==> src/rtl/burst_addr_pkg.sv <==
package burst_addr_pkg;

    typedef enum logic {
        ORDER_INTERLEAVED = 1'b0,
        ORDER_LINEAR      = 1'b1
    } burst_order_e;

endpackage

==> src/rtl/burst_load_ctl.sv <==
module burst_load_ctl (
    input  logic chip_en,
    input  logic cpu_start,
    input  logic ctl_start,
    input  logic adv,
    output logic load,
    output logic step
);
    logic cpu_ok;

    always_comb begin
        cpu_ok = cpu_start & chip_en;
        load   = ctl_start | cpu_ok;
        step   = adv & ~load;
    end
endmodule

==> src/rtl/burst_low_map.sv <==
module burst_low_map #(
    parameter int BEAT_W = 2
) (
    input  logic [BEAT_W-1:0] base_low,
    input  logic [BEAT_W-1:0] count,
    input  logic              order_sel,
    output logic [BEAT_W-1:0] low_out
);
    import burst_addr_pkg::*;

    logic [BEAT_W-1:0] lin_low;
    logic [BEAT_W-1:0] ilv_low;

    genvar gi;
    generate
        for (gi = 0; gi < BEAT_W; gi++) begin : g_xor
            assign ilv_low[gi] = base_low[gi] ^ count[gi];
        end
    endgenerate

    always_comb begin
        lin_low = base_low + count;
        low_out = (burst_order_e'(order_sel) == ORDER_LINEAR) ? lin_low : ilv_low;
    end
endmodule

==> src/rtl/burst_addr_gen.sv <==
module burst_addr_gen #(
    parameter int ADDR_W = 20,
    parameter int BEAT_W = 2
) (
    input  logic              clk,
    input  logic              rst_n,
    input  logic              chip_en,
    input  logic              cpu_start,
    input  logic              ctl_start,
    input  logic              adv,
    input  logic              order_sel,
    input  logic [ADDR_W-1:0] ext_addr,
    output logic [ADDR_W-1:0] mem_addr,
    output logic [BEAT_W-1:0] beat_idx,
    output logic              beat_last
);
    localparam int                UP_W     = ADDR_W - BEAT_W;
    localparam logic [BEAT_W-1:0] BEAT_MAX = {BEAT_W{1'b1}};

    typedef struct packed {
        logic [ADDR_W-1:0] base;
        logic [BEAT_W-1:0] beat;
    } gen_state_t;

    gen_state_t st_d, st_q;
    logic       load, step;
    logic [BEAT_W-1:0] low_bits;

    burst_load_ctl u_load (
        .chip_en   (chip_en),
        .cpu_start (cpu_start),
        .ctl_start (ctl_start),
        .adv       (adv),
        .load      (load),
        .step      (step)
    );

    burst_low_map #(.BEAT_W(BEAT_W)) u_map (
        .base_low  (st_q.base[BEAT_W-1:0]),
        .count     (st_q.beat),
        .order_sel (order_sel),
        .low_out   (low_bits)
    );

    always_comb begin
        st_d = st_q;
        if (load) begin
            st_d.base = ext_addr;
            st_d.beat = '0;
        end else if (step) begin
            st_d.beat = st_q.beat + 1'b1;
        end
    end

    always_ff @(posedge clk) begin
        if (!rst_n) st_q <= '0;
        else        st_q <= st_d;
    end

    assign mem_addr  = {st_q.base[ADDR_W-1 -: UP_W], low_bits};
    assign beat_idx  = st_q.beat;
    assign beat_last = (st_q.beat == BEAT_MAX);
endmodule

==> config.mk <==
export PLATFORM = sky130hd
export DESIGN_NAME = burst_addr_gen
export DESIGN_NICKNAME = d
export VERILOG_FILES = /design/src/rtl/burst_addr_pkg.sv /design/src/rtl/burst_load_ctl.sv /design/src/rtl/burst_low_map.sv /design/src/rtl/burst_addr_gen.sv
export SDC_FILE = /design/constraint.sdc
export NUM_CORES = 1
export LEC_CHECK = 0
export CORE_MARGIN = 5
export CORE_UTILIZATION = 30
export CTS_CLUSTER_SIZE = 12
export DETAILED_ROUTE_END_ITERATION = 12
export DONT_BUFFER_PORTS = 1
export PLACE_DENSITY = 0.52
export SKIP_LAST_GASP = 1
export SLEW_MARGIN = 20
export SYNTH_ARGS = -nofsm -noshare
export SYNTH_HDL_FRONTEND = slang
export SYNTH_SLANG_ARGS = --single-unit
==> constraint.sdc <==
create_clock -name clk -period 2 [get_ports clk]
set_clock_uncertainty 0.05 [all_clocks]
set_input_delay 0.1 -clock clk [delete_from_list [all_inputs] [get_ports clk]]
set_output_delay 0.1 -clock clk [all_outputs]
set_load 0.005 [all_outputs]
==> flow_summary_export.csv, run 1 <==
group,metric,value,unit
final_layout,fillers,351,
worst_setup_path,crit_top_cell,"dlygate4sd3_1",
global_routing,grt_pass1_wl,4.57,mm
synthesis,yosysUniqueCellTypes,15,
global_routing,grt_overflow,0,
final_layout,regArea,440,um2
worst_setup_path,path_delay_family,"buffers and inverters",
detailed_routing,drt_wl_total,2.69,mm
synthesis,synth_seq_cells,22,
worst_setup_path,critPathKind,"in2reg",
floorplan,fp.dieH,70.7,um
sta,max_slew.worst_pin.slew,0.606,ns
detailed_routing,detail-route-antenna-nets,0,
worst_setup_path,start_kind,"input port",
worst_setup_path,crit_slowest_cell,"dlygate4sd3_1",
synthesis,synthCells,122,
floorplan,initial_core_util,30.6,%
power,power.internal,0.748,mW
detailed_routing,first_pass_iters,2,
detailed_routing,drcViolationCount,0,
sta,relSlewSlack,59.5,%
clock_network,post_cts_buffers,0,
worst_setup_path,r2r_slack,0.37,ns
final_layout,area_delta_synth_final,38.4,%
worst_setup_path,end_kind,"register",
placement,gp_congestion,0.653,
power,p_per_area,631,nW/um2
synthesis,syn_nets,151,
sta,finalCriticalPeriod,1.96,ns
worst_hold_path,hold_class,"in2reg",
worst_setup_path,critPathArrivalTime,2.11,ns
worst_setup_path,worst-path-max-fanout,2,
worst_setup_path,path_buf_inv,3,
sta,setup-tns-final,0,ns
worst_setup_path,worstRegToRegCells,4,
worst_hold_path,min_to,"mem_addr[11]",
final_layout,diodes,0,
sta,rsz0062_at_grt,"false",
global_routing,grt_pass1_vias,960,
final_layout,finalInstanceArea,1530,um2
clock_network,clockBufferDepth,2,
clock_network,cts_made_buffers,3,
global_routing,antenna_found_initial,0,
clock_network,htree_levels,1,
placement,hpwlAfterDp,1.45,mm
worst_setup_path,crit_chain,"dlygate4sd3_1 > a21o_2 > dlygate4sd3_1 > nor3_1 > dlygate4sd3_1",
final_layout,final_cell_mix,"dlygate4sd3_1 (51), nand2_1 (41), dfxtp_1 (22)",
synthesis,netlist_top_cells_area,"dfxtp_1 (40%), mux2i_1 (19%), nand2_1 (14%), buf_4 (14%), buf_8 (2.7%)",
floorplan,die_w,70.7,um
worst_setup_path,reg2reg_to,"beat_idx[1]",
floorplan,core-area,3610,um2
sta,drv_slew,0,
worst_setup_path,r2r-start,"beat_idx[0]",
final_layout,fin_nets,180,
clock_network,numClockSinks,22,
power,leakage,0.655,nW
clock_network,root_buffer,"clkbuf_8",
detailed_routing,viasPerCell,4.32,
final_layout,final_common_cell,"dlygate4sd3_1",
final_layout,multi_input_area,450,um2
global_routing,grt_start_max_net_pins,28,
status,status,"complete, no violations",
synthesis,yosys_warnings,0,
detailed_routing,drtIter0Drc,14,
sta,finalHoldViolCount,0,
synthesis,yosys.area.top_type,"dfxtp_1",
floorplan,ios,50,
floorplan,dieArea,4990,um2
placement,placed_area,962,um2
worst_hold_path,whs_path_depth,3,
worst_setup_path,worstPathRequired,2.15,ns
power,power.switching,0.216,mW
final_layout,drive_above_1_share,4.67,%
placement,port_buffers,0,
sta,setup_viol,0,
clock_network,cts_tree,"built",
synthesis,netlist_area,1100,um2
detailed_routing,wl_per_cell,13.6,um
sta,fmax,510,MHz
synthesis,ys_seq_area_share,39.9,%
floorplan,num_rows,22,
detailed_routing,routed-via-count,856,
flow_run,drv_cap,0,
sta,fin_crit_sh,98.0,%
synthesis,synth_top_area_share,39.9,%
clock_network,worst_skew_pair.late_latency,0.25,ns
global_routing,globalRouteTotalUtil,11.5,%
power,seqPwrFrac,50.9,%
clock_network,clk_pin_slew_worst_paths,0.08,ns
power,clkPwrFrac,32.5,%
power,vdd_drop_max,334,uV
synthesis,syn-mean-instance-area,9.05,um2
power,sw_frac_of_total,22.4,%
power,comb_power_share,16.6,%
worst_setup_path,cp_slowest_stage_delay,0.57,ns
worst_hold_path,worstHoldStart,"ctl_start",
[worst register-to-register path: cells and delay by family, from the launching register on]
family        cells  cell delay, ns
fa+ha+maj         1            0.26
simple gates      1            0.05
buf+inv           1            0.57
flops             1            0.43
mux               1            0.14
[cell usage after synthesis]
master and instances:
nand2_1 41, dfxtp_1 22, mux2i_1 21, buf_4 20, buf_2 4, buf_8 2, ha_1 2, nor3_1 2
xnor2_1 2, a21o_2 1, a21oi_4 1, clkbuf_1 1, clkbuf_2 1, inv_1 1, xor2_1 1
[sequential cells by signal (all words and copies together), names as in the netlist]
signal and cells:
st_q 2, beat_idx 2, mem_addr 18
[worst max path at each step]
| stage | startpoint | endpoint | depth (start not counted) |
|---|---|---|---|
| after floorplan | beat_idx[0] | beat_idx[1] | 3 |
| after global placement | beat_idx[0] | beat_idx[1] | 3 |
| after detailed placement | beat_idx[0] | beat_idx[1] | 3 |
| after CTS | ctl_start | beat_idx[0] | 5 |
| after global routing | ctl_start | beat_idx[0] | 5 |
| final | ctl_start | beat_idx[0] | 5 |
[cells by family after synthesis]
family	Yosys count	share of synthesized area (%)
fa+ha+maj	2	2.27
buf+inv	29	19.3
xor+xnor	3	2.38
flops	22	39.9
simple gates	43	14.9
mux	21	19.0
compound gates	2	2.27
[metrics by stage]
stage	power (mW)	hold WS [ns]	utilization [%]	cells	worst slack (ns)
after floorplan	0.608	0.189	-	122	1.06
after global placement	0.567	0.192	26.7	143	1.02
after detailed placement	0.572	0.198	26.7	143	0.968
after CTS	0.987	0.218	42.4	198	0.0539
after global routing	1.03	0.234	42.4	198	0.00867
final	0.964	0.232	42.4	198	0.0398
[repair_timing]
action | CTS | global route
endpoints found under the setup margin | 0 | 0
hold buffers | 51 | 0
resized for setup | 0 | 0
hold endpoints to repair | 22 | 0
[area by class of cell]
type,count,area share (%)
timing repair buffer,52,33.9
multi-input combinational,71,29.5
sequential,22,28.8
tap,48,3.93
clock buffer,4,3.60
inverter,1,0.246
[power groups by stage]
stage	clock network (mW)	registers, mW	logic (mW)
after global routing	0.356	0.495	0.176
after global placement	0	0.500	0.0670
final	0.313	0.491	0.160
after CTS	0.339	0.491	0.156
after detailed placement	0	0.501	0.0707
after floorplan	0	0.489	0.119
[per-layer routing]
layer  part of all wire (%)  routed length, um  vias to the layer above  track usage (%)
met5                      0                  0                        -                0
met4                   0.82                 22                        0             3.76
met3                     10                269                        4             4.97
met2                     54               1460                       38             21.9
met1                     35                937                      393             11.0
li1                       -                  -                      421                -
Power figures use the tool's default switching activity.
==> run 2, diff against run 1 <==
--- a/config.mk
+++ b/config.mk
@@ -10,7 +10,7 @@
 export CTS_CLUSTER_SIZE = 12
 export DETAILED_ROUTE_END_ITERATION = 12
 export DONT_BUFFER_PORTS = 1
-export PLACE_DENSITY = 0.52
+export PLACE_DENSITY = 0.45
 export SKIP_LAST_GASP = 1
 export SLEW_MARGIN = 20
 export SYNTH_ARGS = -nofsm -noshare
==> flow_summary_export.csv, run 2 (synthesis gave the netlist of run 1 again) <==
group,metric,value,unit
sta,setup_viol,0,
sta,relSlewSlack,42.4,%
status,status,"complete, no violations",
final_layout,diodes,0,
floorplan,num_rows,22,
placement,port_buffers,0,
worst_setup_path,critPathArrivalTime,1.89,ns
floorplan,dieArea,4990,um2
global_routing,grt_overflow,0,
power,p_per_area,663,nW/um2
final_layout,area_delta_synth_final,28.5,%
detailed_routing,viasPerCell,4.42,
clock_network,clockBufferDepth,2,
final_layout,largest_reg_flops,18,
final_layout,drive_above_1_share,5.04,%
global_routing,grt_start_max_net_pins,26,
placement,gp_congestion,0.663,
global_routing,grt_pass1_wl,4.11,mm
final_layout,final_cell_mix,"nand2_1 (41), dlygate4sd3_1 (40), dfxtp_1 (22)",
global_routing,grt_pass1_vias,903,
sta,rsz0062_at_grt,"false",
worst_setup_path,worst-path-max-fanout,1,
clock_network,worst_skew_pair.late_latency,0.26,ns
power,vdd_drop_max,435,uV
sta,setup-tns-final,0,ns
final_layout,fin_nets,169,
detailed_routing,detail-route-antenna-nets,0,
floorplan,die_w,70.7,um
sta,drv_slew,0,
flow_run,drv_cap,0,
clock_network,htree_levels,1,
final_layout,final_common_cell,"nand2_1",
worst_setup_path,end_kind,"register",
detailed_routing,wl_per_cell,12.7,um
global_routing,globalRouteTotalUtil,9.94,%
clock_network,post_cts_buffers,0,
detailed_routing,drt_wl_total,2.37,mm
power,leakage,0.602,nW
clock_network,hold_buffers,40,
sta,fin_crit_sh,90.0,%
floorplan,fp.dieH,70.7,um
placement,placed_area,962,um2
floorplan,core-area,3610,um2
final_layout,finalInstanceArea,1420,um2
detailed_routing,first_pass_iters,2,
global_routing,antenna_found_initial,0,
clock_network,ctsResizeCount,0,
floorplan,ios,50,
placement,hpwlAfterDp,1.42,mm
clock_network,clk_pin_slew_worst_paths,0.08,ns
worst_setup_path,critPathKind,"in2reg",
sta,max_slew.worst_pin.slew,0.860,ns
worst_setup_path,worstPathRequired,2.09,ns
clock_network,numClockSinks,22,
clock_network,cts_made_buffers,3,
sta,finalHoldViolCount,0,
sta,fmax,556,MHz
final_layout,multi_input_area,450,um2
clock_network,root_buffer,"clkbuf_8",
worst_setup_path,start_kind,"input port",
worst_hold_path,hold_class,"in2reg",
final_layout,regArea,440,um2
detailed_routing,drcViolationCount,0,
detailed_routing,drtIter0Drc,7,
final_layout,fillers,371,
floorplan,initial_core_util,30.6,%
clock_network,cts_tree,"built",
sta,finalCriticalPeriod,1.80,ns
detailed_routing,routed-via-count,826,
-- run 2: critical path, cell delays in order --
cell and delay (ns):
dlygate4sd3_1 0.53, nand2_1 0.06, dlygate4sd3_1 0.54, mux2i_1 0.07, dlygate4sd3_1 0.58
-- run 2: power breakdown --
part           leakage, nW  internal (mW)  switching [mW]  total (mW)
Combinational        0.391         0.0904          0.0521       0.143
Sequential           0.182          0.468          0.0227       0.490
Clock               0.0288          0.175           0.133       0.308
-- run 2: final timing paths --
kind	startpoint	endpoint	slack (ns)	cells past startpoint
worst max-delay path	ext_addr[19]	mem_addr[19]	0.20	5
worst min-delay path	adv	beat_idx[1]	0.03	2
worst max register to register	mem_addr[19]	mem_addr[19]	0.73	3
worst min register to register	mem_addr[3]	mem_addr[3]	0.43	2
-- run 2: stage by stage --
step,std cells,worst slack (ns),power [mW],hold WS [ns],utilization [%]
final,187,0.201,0.940,0.0314,39.3
after CTS,187,0.272,0.966,0.0222,39.3
after global routing,187,0.166,0.996,0.0758,39.3
after global placement,143,1.02,0.568,0.191,26.7
after floorplan,122,1.06,0.608,0.189,-
after detailed placement,143,0.963,0.572,0.196,26.7
-- run 2: layer usage --
metal	wire (um)	track usage, %	up-vias
li1	-	-	400
met1	914	10.5	391
met2	1200	17.7	33
met3	250	5.82	2
met4	5	1.04	0
met5	0	0	-
-- run 2: cell type report --
cell class | instances | share of cell area [%]
tap | 48 | 4.24
multi-input combinational | 71 | 31.8
timing repair buffer | 41 | 28.8
clock buffer | 4 | 3.88
sequential | 22 | 31.1
inverter | 1 | 0.265
